===== src/rtl/bnn_pkg.sv =====
// Shared helpers for the binary neural classifier.
// Assumes weights are at most 32 bits wide.
package bnn_pkg;

    // Default weight: lower half of the bits set, rotated left by idx.
    function automatic logic [31:0] rot_weight(input int width, input int idx);
        logic [31:0] r;
        r = '0;
        for (int b = 0; b < width; b++) begin
            r[b] = ((((b - idx) % width) + width) % width) < (width / 2);
        end
        return r;
    endfunction

endpackage


===== src/rtl/bnn_neuron.sv =====
// One binary neuron: XNOR of input and weight, popcount, then a threshold.
// Assumes TH <= W. Purely combinational.
module bnn_neuron #(
    parameter int W  = 8,
    parameter int TH = 4
) (
    input  logic [W-1:0] x,
    input  logic [W-1:0] w,
    output logic         fire
);
    localparam int CW = $clog2(W + 1);

    logic [W-1:0]  agree;
    logic [CW-1:0] cnt;

    // Mark every bit position where input and weight agree.
    assign agree = ~(x ^ w);

    // Count the agreeing positions.
    always_comb begin
        cnt = '0;
        for (int b = 0; b < W; b++) begin
            cnt = cnt + CW'(agree[b]);
        end
    end

    // Fire once the count reaches the threshold.
    assign fire = (cnt >= CW'(TH));

endmodule


===== src/rtl/bnn_layer.sv =====
// A layer of N neurons that share one input vector.
// Weights arrive flattened, with neuron i in bits [i*W +: W].
module bnn_layer #(
    parameter int N  = 8,
    parameter int W  = 8,
    parameter int TH = W / 2
) (
    input  logic [W-1:0]   x,
    input  logic [N*W-1:0] w_flat,
    output logic [N-1:0]   fire
);
    // One neuron instance per output bit.
    for (genvar i = 0; i < N; i++) begin : g_neuron
        bnn_neuron #(.W(W), .TH(TH)) u_neuron (
            .x    (x),
            .w    (w_flat[i*W +: W]),
            .fire (fire[i])
        );
    end

endmodule


===== src/rtl/bnn_weight_loader.sv =====
// Weight store and nibble-serial load sequencer.
// Every weight is split into NIB_W-bit slots. First-layer slots come first,
// neuron 0 first and low nibble first within a weight, then second-layer slots.
// Each enabled cycle writes the current slot and advances the counter.
// After the last slot the counter wraps to slot 0.
// Assumes both weight widths are multiples of NIB_W.
module bnn_weight_loader #(
    parameter int L1_N  = 8,
    parameter int L1_W  = 8,
    parameter int L2_N  = 4,
    parameter int L2_W  = 4,
    parameter int NIB_W = 4
) (
    input  logic                 clk,
    input  logic                 rst_n,
    input  logic                 load_en,
    input  logic [NIB_W-1:0]     load_nib,
    output logic [L1_N*L1_W-1:0] l1_w_flat,
    output logic [L2_N*L2_W-1:0] l2_w_flat
);
    localparam int NPW1     = L1_W / NIB_W;
    localparam int NPW2     = L2_W / NIB_W;
    localparam int L1_SLOTS = L1_N * NPW1;
    localparam int TOTAL    = L1_SLOTS + L2_N * NPW2;
    localparam int SLOT_W   = $clog2(TOTAL);
    localparam logic [SLOT_W-1:0] LAST = SLOT_W'(TOTAL - 1);

    logic [SLOT_W-1:0] slot;
    logic [NIB_W-1:0]  nib [TOTAL];

    // Default contents of one slot, taken from the rotated default weights.
    function automatic logic [NIB_W-1:0] def_nib(input int s);
        logic [31:0] w;
        if (s < L1_SLOTS) begin
            w = bnn_pkg::rot_weight(L1_W, s / NPW1);
            return NIB_W'(w >> ((s % NPW1) * NIB_W));
        end else begin
            w = bnn_pkg::rot_weight(L2_W, (s - L1_SLOTS) / NPW2);
            return NIB_W'(w >> (((s - L1_SLOTS) % NPW2) * NIB_W));
        end
    endfunction

    // Slot counter: step on each enabled cycle, wrap after the last slot.
    always_ff @(posedge clk) begin
        if (!rst_n) begin
            slot <= '0;
        end else if (load_en) begin
            slot <= (slot == LAST) ? '0 : slot + 1'b1;
        end
    end

    // Weight store: load defaults on reset, write the current slot when enabled.
    always_ff @(posedge clk) begin
        if (!rst_n) begin
            for (int s = 0; s < TOTAL; s++) begin
                nib[s] <= def_nib(s);
            end
        end else if (load_en) begin
            nib[slot] <= load_nib;
        end
    end

    // Gather the first-layer slots into flattened weights.
    for (genvar i = 0; i < L1_N; i++) begin : g_l1
        for (genvar j = 0; j < NPW1; j++) begin : g_nib
            assign l1_w_flat[i*L1_W + j*NIB_W +: NIB_W] = nib[i*NPW1 + j];
        end
    end

    // Gather the second-layer slots into flattened weights.
    for (genvar k = 0; k < L2_N; k++) begin : g_l2
        for (genvar j = 0; j < NPW2; j++) begin : g_nib
            assign l2_w_flat[k*L2_W + j*NIB_W +: NIB_W] = nib[L1_SLOTS + k*NPW2 + j];
        end
    end


    slot_range_chk: assert property (@(posedge clk) disable iff (!rst_n)
        slot <= LAST);


    slot_wrap_chk: assert property (@(posedge clk) disable iff (!rst_n)
        (load_en && slot == LAST) |=> (slot == '0));


    slot_step_chk: assert property (@(posedge clk) disable iff (!rst_n)
        (load_en && slot != LAST) |=> (slot == $past(slot) + 1'b1));


    load_pause_chk: assert property (@(posedge clk) disable iff (!rst_n)
        !load_en |=> ($stable(slot) && $stable(l1_w_flat) && $stable(l2_w_flat)));

endmodule


===== src/rtl/bnn_classifier.sv =====
// Two-layer binary neural classifier with weights that can be reloaded.
// Both layers are combinational from data_in. The result is registered on
// every clock. The second layer reads first-layer neurons 0..L2_IN-1, and the
// debug bits mirror the same neurons. Weight nibbles enter on
// bidir_in[DATA_LSB +: NIB_W] while bidir_in[EN_BIT] is high.
// The bidirectional port never drives.
module bnn_classifier #(
    parameter int IN_W     = 8,
    parameter int L1_N     = 8,
    parameter int L2_IN    = 4,
    parameter int L2_N     = 4,
    parameter int NIB_W    = 4,
    parameter int BIDIR_W  = 8,
    parameter int EN_BIT   = 3,
    parameter int DATA_LSB = 4
) (
    input  logic                    clk,
    input  logic                    rst_n,
    input  logic [IN_W-1:0]         data_in,
    input  logic [BIDIR_W-1:0]      bidir_in,
    output logic [BIDIR_W-1:0]      bidir_out,
    output logic [BIDIR_W-1:0]      bidir_oe,
    output logic [L2_IN+L2_N-1:0]   result
);
    localparam int TH1 = IN_W / 2;
    localparam int TH2 = L2_IN / 2;

    logic [L1_N*IN_W-1:0]  l1_w_flat;
    logic [L2_N*L2_IN-1:0] l2_w_flat;
    logic [L1_N-1:0]       l1_fire;
    logic [L2_N-1:0]       l2_fire;
    logic                  unused_bits;

    // The port stays an input.
    assign bidir_out = '0;
    assign bidir_oe  = '0;

    // Weight storage and load sequencing.
    bnn_weight_loader #(
        .L1_N(L1_N), .L1_W(IN_W), .L2_N(L2_N), .L2_W(L2_IN), .NIB_W(NIB_W)
    ) u_loader (
        .clk       (clk),
        .rst_n     (rst_n),
        .load_en   (bidir_in[EN_BIT]),
        .load_nib  (bidir_in[DATA_LSB +: NIB_W]),
        .l1_w_flat (l1_w_flat),
        .l2_w_flat (l2_w_flat)
    );

    // First layer on the raw input.
    bnn_layer #(.N(L1_N), .W(IN_W), .TH(TH1)) u_layer1 (
        .x      (data_in),
        .w_flat (l1_w_flat),
        .fire   (l1_fire)
    );

    // Second layer on the low first-layer neurons.
    bnn_layer #(.N(L2_N), .W(L2_IN), .TH(TH2)) u_layer2 (
        .x      (l1_fire[L2_IN-1:0]),
        .w_flat (l2_w_flat),
        .fire   (l2_fire)
    );

    // Port bits with no function and neurons nobody reads.
    assign unused_bits = ^{bidir_in[EN_BIT-1:0], l1_fire[L1_N-1:L2_IN]};

    // Output register: debug neurons above, classes below.
    always_ff @(posedge clk) begin
        if (!rst_n) begin
            result <= '0;
        end else begin
            result <= {l1_fire[L2_IN-1:0], l2_fire};
        end
    end


    debug_mirror_chk: assert property (@(posedge clk) disable iff (!rst_n)
        $past(rst_n) |-> (result[L2_N +: L2_IN] == $past(l1_fire[L2_IN-1:0])));


    class_reg_chk: assert property (@(posedge clk) disable iff (!rst_n)
        $past(rst_n) |-> (result[L2_N-1:0] == $past(l2_fire)));

endmodule


===== config.mk =====
export PLATFORM = sky130hd
export DESIGN_NAME = bnn_classifier
export DESIGN_NICKNAME = d
export VERILOG_FILES = /design/src/rtl/bnn_pkg.sv /design/src/rtl/bnn_neuron.sv /design/src/rtl/bnn_layer.sv /design/src/rtl/bnn_weight_loader.sv /design/src/rtl/bnn_classifier.sv
export SDC_FILE = /design/constraint.sdc
export NUM_CORES = 1
export LEC_CHECK = 0
export BUFFER_PORTS_ARGS = -buffer_cell sky130_fd_sc_hd__buf_4
export CORE_AREA = 2 2 84 86
export DETAILED_ROUTE_END_ITERATION = 16
export DIE_AREA = 0 0 86 88
export GPL_ROUTABILITY_DRIVEN = 0
export PLACE_DENSITY = 0.73
export SYNTH_ARGS = -nofsm -noshare
export SYNTH_HDL_FRONTEND = slang
export SYNTH_SLANG_ARGS = --single-unit

===== constraint.sdc =====
create_clock -name clk -period 5 [get_ports clk]
set_clock_uncertainty 0.2 [all_clocks]
set_input_delay 0.5 -clock clk [delete_from_list [all_inputs] [get_ports clk]]
set_output_delay 0.5 -clock clk [all_outputs]
set_load 0.02 [all_outputs]

### After elaboration in Yosys (flattened, before gate mapping)

Memory sizes are Yosys's and may differ from the RTL's.
Index checks and enable logic that the tools add are counted.

| storage, ports and cells | value |
|---|---|
| input port bits | 18 |
| flip-flop bits (word level) | 13 |
| logic and storage cells | 88 |
| output and inout port bits | 24 |
| RAM bits | 80 |
| memories | 1 |

Memory list:

| name | words | width | rd ports | clocked after Yosys merged registers in | wr ports | line | text |
|---|---|---|---|---|---|---|---|
| u_loader.nib | 20 | 4 | 12 | 0 | 20 | bnn_weight_loader.sv:29 | `logic [NIB_W-1:0] nib [TOTAL];` |

| operators by class | value |
|---|---|
| mux-type cells | 18 |
| bitwise gates (word level) | 16 |
| equal/unequal tests | 1 |
| reductions and logical operators | 1 |
| order comparisons | 8 |
| add/sub/neg operators | 41 |

Operator list:

| kind | number |
|---|---|
| adder 4 x 1 -> 4 bit | 16 |
| 2-to-1 mux 4 bit | 11 |
| NOT 8 bit | 4 |
| bitwise XOR 8 bit | 4 |
| adder 2 x 1 -> 3 bit | 8 |
| adder 1 x 1 -> 2 bit | 8 |
| adder 3 x 1 -> 4 bit | 4 |
| greater-or-equal comparator 4 x 3 -> 1 bit, second input constant | 4 |
| NOT 4 bit | 4 |
| bitwise XOR 4 bit | 4 |
| adder 3 x 1 -> 3 bit | 4 |
| greater-or-equal comparator 3 x 2 -> 1 bit, second input constant | 4 |
| 2-to-1 mux 5 bit | 2 |
| adder 5 x 1 -> 5 bit, second input constant | 1 |
| == test 5 bit, second input constant | 1 |
| 2-to-1 mux 1 bit | 5 |
| OR reduction 4 bit | 1 |

### Depth between registers and ports, before layout

Gate-level depths: netlist of run 1.
An unclocked memory read counts as a cell.

| depth | value |
|---|---|
| depth in word-level cells | 17 |
| gate-level depth with buffers | 12 |
| gate-level depth less buffers | 12 |

### By module

A second synthesis of run 1 with hierarchy kept.

| second synthesis, totals | value |
|---|---|
| cell total of the unflattened synthesis | 454 |
| area total of the unflattened synthesis | 5461.5 µm² |

Modules (own cells, without submodules):

| module | area an instance (µm²) | sequential area each (µm²) | times used | cells an instance |
|---|---|---|---|---|
| bnn_weight_loader | 3445.8 | 2502.4 | 1 | 253 |
| bnn_neuron at u_layer1.g_neuron[0].u_neuron ... | 180.2 | 0.0 | 8 | 18 |
| bnn_classifier | 334.1 | 160.2 | 1 | 33 |
| bnn_neuron at u_layer2.g_neuron[0].u_neuron ... | 60.1 | 0.0 | 4 | 6 |

### Worst setup path before layout of run 1

No wires, ideal clock.

| timing | value |
|---|---|
| path type | input -> register |
| from | input port data_in[0] |
| to | register result[0] |
| setup slack | 0.882 ns |
| path buffers | 0 |
| library setup time | 0.106 ns |
| arrival | 3.813 ns |
| data required time | 4.694 ns |
| cell stages on the path | 12 |
| cells stage by stage | xor2_1 > fa_1 > fa_1 > fa_1 > inv_1 > ha_1 > a311o_1 > xor2_1 > fa_1 > nor2b_1 > nand2_1 > o311ai_0 |

| on the way | value |
|---|---|
| cells in the longest elaborated chain, start to end | 16 |
| elaborated cells on any way between the ends | 46 |
| classes of those cells | add/sub: 31; order compare: 5; bitwise: 10 |

Ends and longest elaborated chain:

| element | line | text |
|---|---|---|
| start: declaration | bnn_classifier.sv:19 | `input logic [IN_W-1:0] data_in,` |
| bitwise XOR 8 bit | bnn_neuron.sv:17 | `assign agree = ~(x ^ w);` |
| NOT 8 bit | bnn_neuron.sv:17 |  |
| adder 1 x 1 -> 2 bit | bnn_neuron.sv:23 | `cnt = cnt + CW'(agree[b]);` |
| adder 2 x 1 -> 3 bit | bnn_neuron.sv:23 |  |
| adder 3 x 1 -> 4 bit | bnn_neuron.sv:23 |  |
| adder 4 x 1 -> 4 bit (4 in series) | bnn_neuron.sv:23 |  |
| greater-or-equal comparator 4 x 3 -> 1 bit | bnn_neuron.sv:28 | `assign fire = (cnt >= CW'(TH));` |
| bitwise XOR 4 bit * | bnn_neuron.sv:17 |  |
| NOT 4 bit * | bnn_neuron.sv:17 |  |
| adder 1 x 1 -> 2 bit | bnn_neuron.sv:23 |  |
| adder 2 x 1 -> 3 bit | bnn_neuron.sv:23 |  |
| adder 3 x 1 -> 3 bit * | bnn_neuron.sv:23 |  |
| greater-or-equal comparator 3 x 2 -> 1 bit * | bnn_neuron.sv:28 |  |
| end signal: assignment | bnn_classifier.sv:72 | `result <= {l1_fire[L2_IN-1:0], l2_fire};` |
| end: declaration | bnn_classifier.sv:23 | `output logic [L2_IN+L2_N-1:0] result` |

Mark *: on every way between the ends. The rest lies on a longest branch, timed or not.
A chain may end at the register's enable or synchronous reset.

==> qor.yml, run 1 <==
status:
  outcome: "finished, final reports clean"
floorplan:
  die_area_um2: 7570
  start_util_pct: 54.0
  core_area_um2: 6640
  rows: 30
  fp.dieW_um: 86
  die_h_um: 88
  io_pins: 42
timing:
  setup_ws_ns: 0.706
  fin_crit_ns: 4.29
  rsz0062_at_grt: "no"
  fin_crit_sh_pct: 85.9
  max_slew.worst_pin.slew_ns: 0.745
  final.setup.tns_ns: 0
  setup_viol: 0
  hold_viol_final: 0
  drv_slew: 0
  maxClockFrequency_mhz: 233
  max-slew-margin-rel_pct: 49.8
global_route:
  track_usage_pct: 19.2
  grt_max_degree: 32
  grt_pass1_wl_um: 10600
  antenna_found_initial: 0
  first_global_vias: 2133
  overflow: 0
detailed_routing:
  vias_per_cell: 5.41
  drtIter0Drc: 92
  wire_per_inst_um: 15.7
  drtPass1Iterations: 5
  vias: 2252
  routed_wl_um: 6550
  drc: 0
  drtAntennaViolNets: 0
placement:
  pre_cts_slack_ns: 0.409
  io_buffers: 22
  dp_hpwl_um: 4710
  dpl_cell_area_um2: 3730
  dp_cells: 400
setup_path:
  rr_startpoint: "u_loader.nib[2][0]"
  cpMostUsedCell: "fa_1"
  slowest_delay_ns: 0.52
  worstSetupPathDepth: 12
  r2r_setup_slack_ns: 0.71
  cp_top_family: "adder cells"
  reg2regPathDepth: 12
  r2r-end: "result[3]"
  crit_path_top_delay_cell: "fa_1"
  worst-endpoint-arrival_ns: 4.32
  critical_path.cell_chain: "xor2_1 -> fa_1 -> fa_1 -> fa_1 -> inv_1 -> ha_1 -> a311o_1 -> xor2_1 -> fa_1 -> nor2b_1 -> nand2_1 -> o311ai_0"
  crit_path_end: "result[3]"
  cp_max_fo: 5
  critPathRequiredTime_ns: 5.03
  cp-end-kind: "register"
  worstSetupPathType: "register to register"
  startpoint: "u_loader.nib[2][0]"
  crit_buf_inv: 1
  startpoint_type: "register"
power_and_ir_drop:
  power_density_nw_per_um2: 362
  ir_drop_v: 0.000159
  power.total_w: 0.00141
  leakage_nw: 1.45
synthesis:
  syn-cell-area_um2: 3590
  syn_avg_cell_area_um2: 11.5
  synth_seq_area_share_pct: 47.4
  syn_inst: 312
  yosysWarnings: 0
  ys_ff_latch: 61
  yosys.cell_types.count: 32
cts:
  cts_resized: 0
  cts_tree: "yes"
  clockBufferDepth: 2
  ctsHtreeMaxLevel: 3
  cts_buffers: 9
  holdBufCountCts: 0
  cts_setup_buffers: 0
  path_clk_slew_ns: 0.06
  cts-root-buf: "clkbuf_8"
  clock_latency_ns: 0.35
  cts.sinks: 61
finish:
  layout_common_cells: "edfxtp_1 (48), xor2_1 (42), inv_1 (25)"
  seq_area_um2: 1700
  final_area_um2: 3890
  n_antenna_cell: 0
  drive_above_1_share_pct: 11.3
  fillers: 546
  multiInputGateArea_um2: 1670
  final_cells: 416
  nets: 377
  syn_to_final_growth_pct: 8.40
  final_common_cell: "edfxtp_1"
worst_hold_path:
  worstHoldStart: "bidir_in[3]"
  hold_path_class: "input port to register"
flow_run:
  cap_violations: 0
-- synthesized netlist by cell type --
library cell,instances,area [µm²]
clkbuf_2,1,5.00
buf_4,16,120
xnor2_1,4,35.0
ha_1,12,150
a32oi_1,4,35.0
o21a_1,1,7.51
and2_1,20,125
a311o_1,3,30.0
or2_2,1,6.26
nand3_1,2,10.0
clkbuf_1,10,37.5
o311ai_0,4,35.0
nand4_1,5,31.3
buf_6,1,11.3
or4b_4,1,13.8
xor2_1,42,368
conb_1,1,3.75
and4b_1,1,10.0
o21ai_0,14,70.1
a21boi_0,3,22.5
buf_2,1,5.00
nand4bb_1,3,33.8
or3_1,20,125
nor3_1,8,40.0
edfxtp_1,48,1440
nor2_1,10,37.5
nor2b_1,7,43.8
nand2_1,13,48.8
dfxtp_1,13,260
nand2b_1,2,12.5
inv_1,25,93.8
fa_1,16,320
-- metal layers --
metal  global-route usage [%]  up-vias  part of all wire [%]
met3                     4.52       14                   5.1
li1                         -     1071                     -
met4                     10.1        0                   2.5
met1                     24.3     1095                    43
met2                     30.9       72                    49
met5                        0        -                     0
-- cell families after synthesis --
kind of cell | Yosys count | share of synthesized area [%]
other | 1 | 0.104
AND/OR/NAND/NOR | 93 | 15.0
buffers and inverters | 54 | 7.60
AO/OA/AOI/OAI | 29 | 5.58
adder cells (fa/ha/maj) | 28 | 13.1
flip-flops | 61 | 47.4
XOR/XNOR | 46 | 11.2
-- report_power, final --
| part | switching (W) | internal, W | total [W] |
|---|---|---|---|
| registers | 0.0000111 | 0.000581 | 0.000592 |
| logic | 0.000272 | 0.000180 | 0.000452 |
| clock network | 0.000190 | 0.000176 | 0.000366 |
| total | 0.000473 | 0.000937 | 0.00141 |
-- state kept, by name, summed over array words and instances, names as in the netlist --
register,count
result,8
u_loader.nib,48
u_loader.slot,5
-- worst min path at each step --
stage,slack [ns],to,cells past startpoint
final,0.28,u_loader.slot[1],3
after global routing,0.29,u_loader.slot[1],3
after CTS,0.26,u_loader.slot[1],3
after detailed placement,0.33,u_loader.slot[1],2
after global placement,0.32,u_loader.slot[1],2
after floorplan,0.30,u_loader.slot[0],2
-- worst register-to-register path, cell delays in order (launching register included) --
cell,delay [ns]
edfxtp_1,0.38
xor2_1,0.19
fa_1,0.52
fa_1,0.52
fa_1,0.43
inv_1,0.07
ha_1,0.22
a311o_1,0.40
xor2_1,0.25
fa_1,0.44
nor2b_1,0.19
nand2_1,0.08
o311ai_0,0.30
-- stage by stage --
stage	hold WS, ns	utilization (%)
finish	0.283	58.6
global route	0.288	58.6
CTS	0.262	58.6
detailed placement	0.328	56.2
global placement	0.324	56.2
floorplan	0.300	-
-- area by class of cell --
class / instances / area share, %
Sequential cell: 61 / 43.7
Multi-Input combinational cell: 212 / 43.0
Timing Repair Buffer: 22 / 4.24
Clock buffer: 11 / 3.38
Tap cell: 80 / 2.57
Inverter: 25 / 2.41
Clock inverter: 5 / 0.707
No activity file was read; power rests on OpenSTA's default activity.
==> run 2: changes to the inputs <==
--- a/config.mk
+++ b/config.mk
@@ -5,7 +5,8 @@
 export SDC_FILE = /design/constraint.sdc
 export NUM_CORES = 1
 export LEC_CHECK = 0
-export BUFFER_PORTS_ARGS = -buffer_cell sky130_fd_sc_hd__buf_4
+export ABC_CLOCK_PERIOD_IN_PS = 5000
+export BUFFER_PORTS_ARGS = -buffer_cell sky130_fd_sc_hd__buf_2
 export CORE_AREA = 2 2 84 86
 export DETAILED_ROUTE_END_ITERATION = 16
 export DIE_AREA = 0 0 86 88
==> run 2 against run 1 <==
Against the previous run:
- via count fell by 2.0%
- total power rose by 9.2%
- count of clock-buffer cells in the layout rose by 3
- setup slack got worse by 0.072 ns
- clock power rose by 39%
- critical path depth did not move
- wire length rose by 0.52%
- utilization rose by 0.38 points
- first-iteration DRC count rose by 1.1%
- critical endpoint is now result[1]
==> qor.yml, run 2 (synthesis results as in run 1) <==
status:
  outcome: "finished, final reports clean"
finish:
  multiInputGateArea_um2: 1670
  fillers: 563
  largest_reg_flops: 48
  drive_above_1_share_pct: 11.9
  syn_to_final_growth_pct: 9.10
  n_antenna_cell: 0
  final_cells: 416
  top_regs: "u_loader.nib: 48 flops, result: 8 flops, u_loader.slot: 5 flops"
  nets: 377
  utilization_pct: 58.9
  seq_area_um2: 1700
  layout_common_cells: "edfxtp_1 (48), xor2_1 (42), inv_1 (25)"
  final_common_cell: "edfxtp_1"
  largest-register: "u_loader.nib"
timing:
  fin_crit_sh_pct: 87.3
  hold_viol_final: 0
  fin_crit_ns: 4.37
  max_slew.worst_pin.slew_ns: 0.767
  final.setup.tns_ns: 0
  drv_slew: 0
  maxClockFrequency_mhz: 229
  max-slew-margin-rel_pct: 48.4
  setup_viol: 0
  rsz0062_at_grt: "no"
setup_path:
  worstSetupPathType: "register to register"
  startpoint_type: "register"
  crit_path_top_delay_cell: "fa_1"
  cp_max_fo: 5
  critical_path.cell_chain: "xor2_1 -> fa_1 -> fa_1 -> fa_1 -> inv_1 -> ha_1 -> a311o_1 -> xor2_1 -> fa_1 -> nor2b_1 -> nand2_1 -> o311ai_0"
  worst-endpoint-arrival_ns: 4.39
  cpMostUsedCell: "fa_1"
  slowest_delay_ns: 0.54
  cp-end-kind: "register"
  critPathRequiredTime_ns: 5.03
floorplan:
  die_h_um: 88
  die_area_um2: 7570
  core_area_um2: 6640
  io_pins: 42
  fp.dieW_um: 86
  start_util_pct: 54.0
  rows: 30
cts:
  cts_tree: "yes"
  cts.sinks: 61
  cts_setup_buffers: 0
  holdBufCountCts: 0
  ctsHtreeMaxLevel: 3
  clock_latency_ns: 0.34
  clockBufferDepth: 2
  cts_resized: 0
  path_clk_slew_ns: 0.07
  cts_buffers: 9
  cts-root-buf: "clkbuf_8"
detailed_routing:
  drtIter0Drc: 93
  drtAntennaViolNets: 0
  vias_per_cell: 5.31
  drc: 0
  wire_per_inst_um: 15.8
  routed_wl_um: 6590
  drtPass1Iterations: 4
  vias: 2208
global_route:
  antenna_found_initial: 0
  overflow: 0
  track_usage_pct: 19.3
  grt_pass1_wl_um: 10800
  first_global_vias: 2253
  grt_max_degree: 32
placement:
  dp_hpwl_um: 4670
  dp_cells: 400
  io_buffers: 22
power_and_ir_drop:
  power_density_nw_per_um2: 393
  ir_drop_v: 0.000168
  leakage_nw: 1.47
flow_run:
  cap_violations: 0
worst_hold_path:
  hold_path_class: "input port to register"
run 2: cell count changes in the layout (fill, tap and decap cells not counted), sizes merged:
cell	previous run	this run
bufinv	0	1
clkinv	4	1
clkbuf	11	14
clkinvlp	1	0
run 2: per-layer routing:
metal | part of all wire [%] | up-vias | global-route usage [%]
met5 | 0 | - | 0
met4 | 1.4 | 0 | 8.95
met3 | 6.6 | 13 | 4.81
met2 | 50 | 73 | 32.3
met1 | 42 | 1054 | 23.7
li1 | - | 1068 | -
run 2: worst max-delay path: cells and delay by family, from the launching register on:
family	cells	cell delay, ns
flip-flops	1	0.37
buffers and inverters	1	0.07
XOR/XNOR	2	0.38
adder cells (fa/ha/maj)	5	2.21
AO/OA/AOI/OAI	2	0.71
AND/OR/NAND/NOR	2	0.30
run 2: stage by stage:
step	hold WS, ns	area [µm²]	setup WS [ns]	total power (W)
6_report	0.300	3920	0.634	0.00154
5_1_grt	0.311	3920	0.419	0.00164
4_1_cts	0.291	3920	0.660	0.00155
3_5_place_dp	0.333	3680	0.367	0.00104
3_3_place_gp	0.326	3680	0.444	0.00103
2_1_floorplan	0.300	3650	0.882	0.000938
run 2: final cells by class:
type,instances,area share [%]
clock buffers,14,5.21
flip-flops and latches,61,43.5
well taps,80,2.56
repair buffers,22,2.81
clock inverters,2,0.895
inverters,25,2.40
multi-input cells,212,42.7
run 2: power breakdown:
| part | internal [W] | switching [W] | leakage (nW) |
|---|---|---|---|
| clock network | 0.000314 | 0.000193 | 0.124 |
| registers | 0.000581 | 0.00000997 | 0.523 |
| logic | 0.000165 | 0.000276 | 0.824 |
| total | 0.00106 | 0.000479 | 1.47 |
run 2: final timing paths:
| path | from | slack, ns | endpoint | cells after the start |
|---|---|---|---|---|
| worst min register to register | u_loader.slot[0] | 0.34 | u_loader.slot[0] | 2 |
| worst max-delay path | u_loader.nib[0][0] | 0.63 | result[1] | 12 |
| worst max register to register | u_loader.nib[0][0] | 0.63 | result[1] | 12 |
| worst min-delay path | bidir_in[3] | 0.30 | u_loader.slot[1] | 3 |
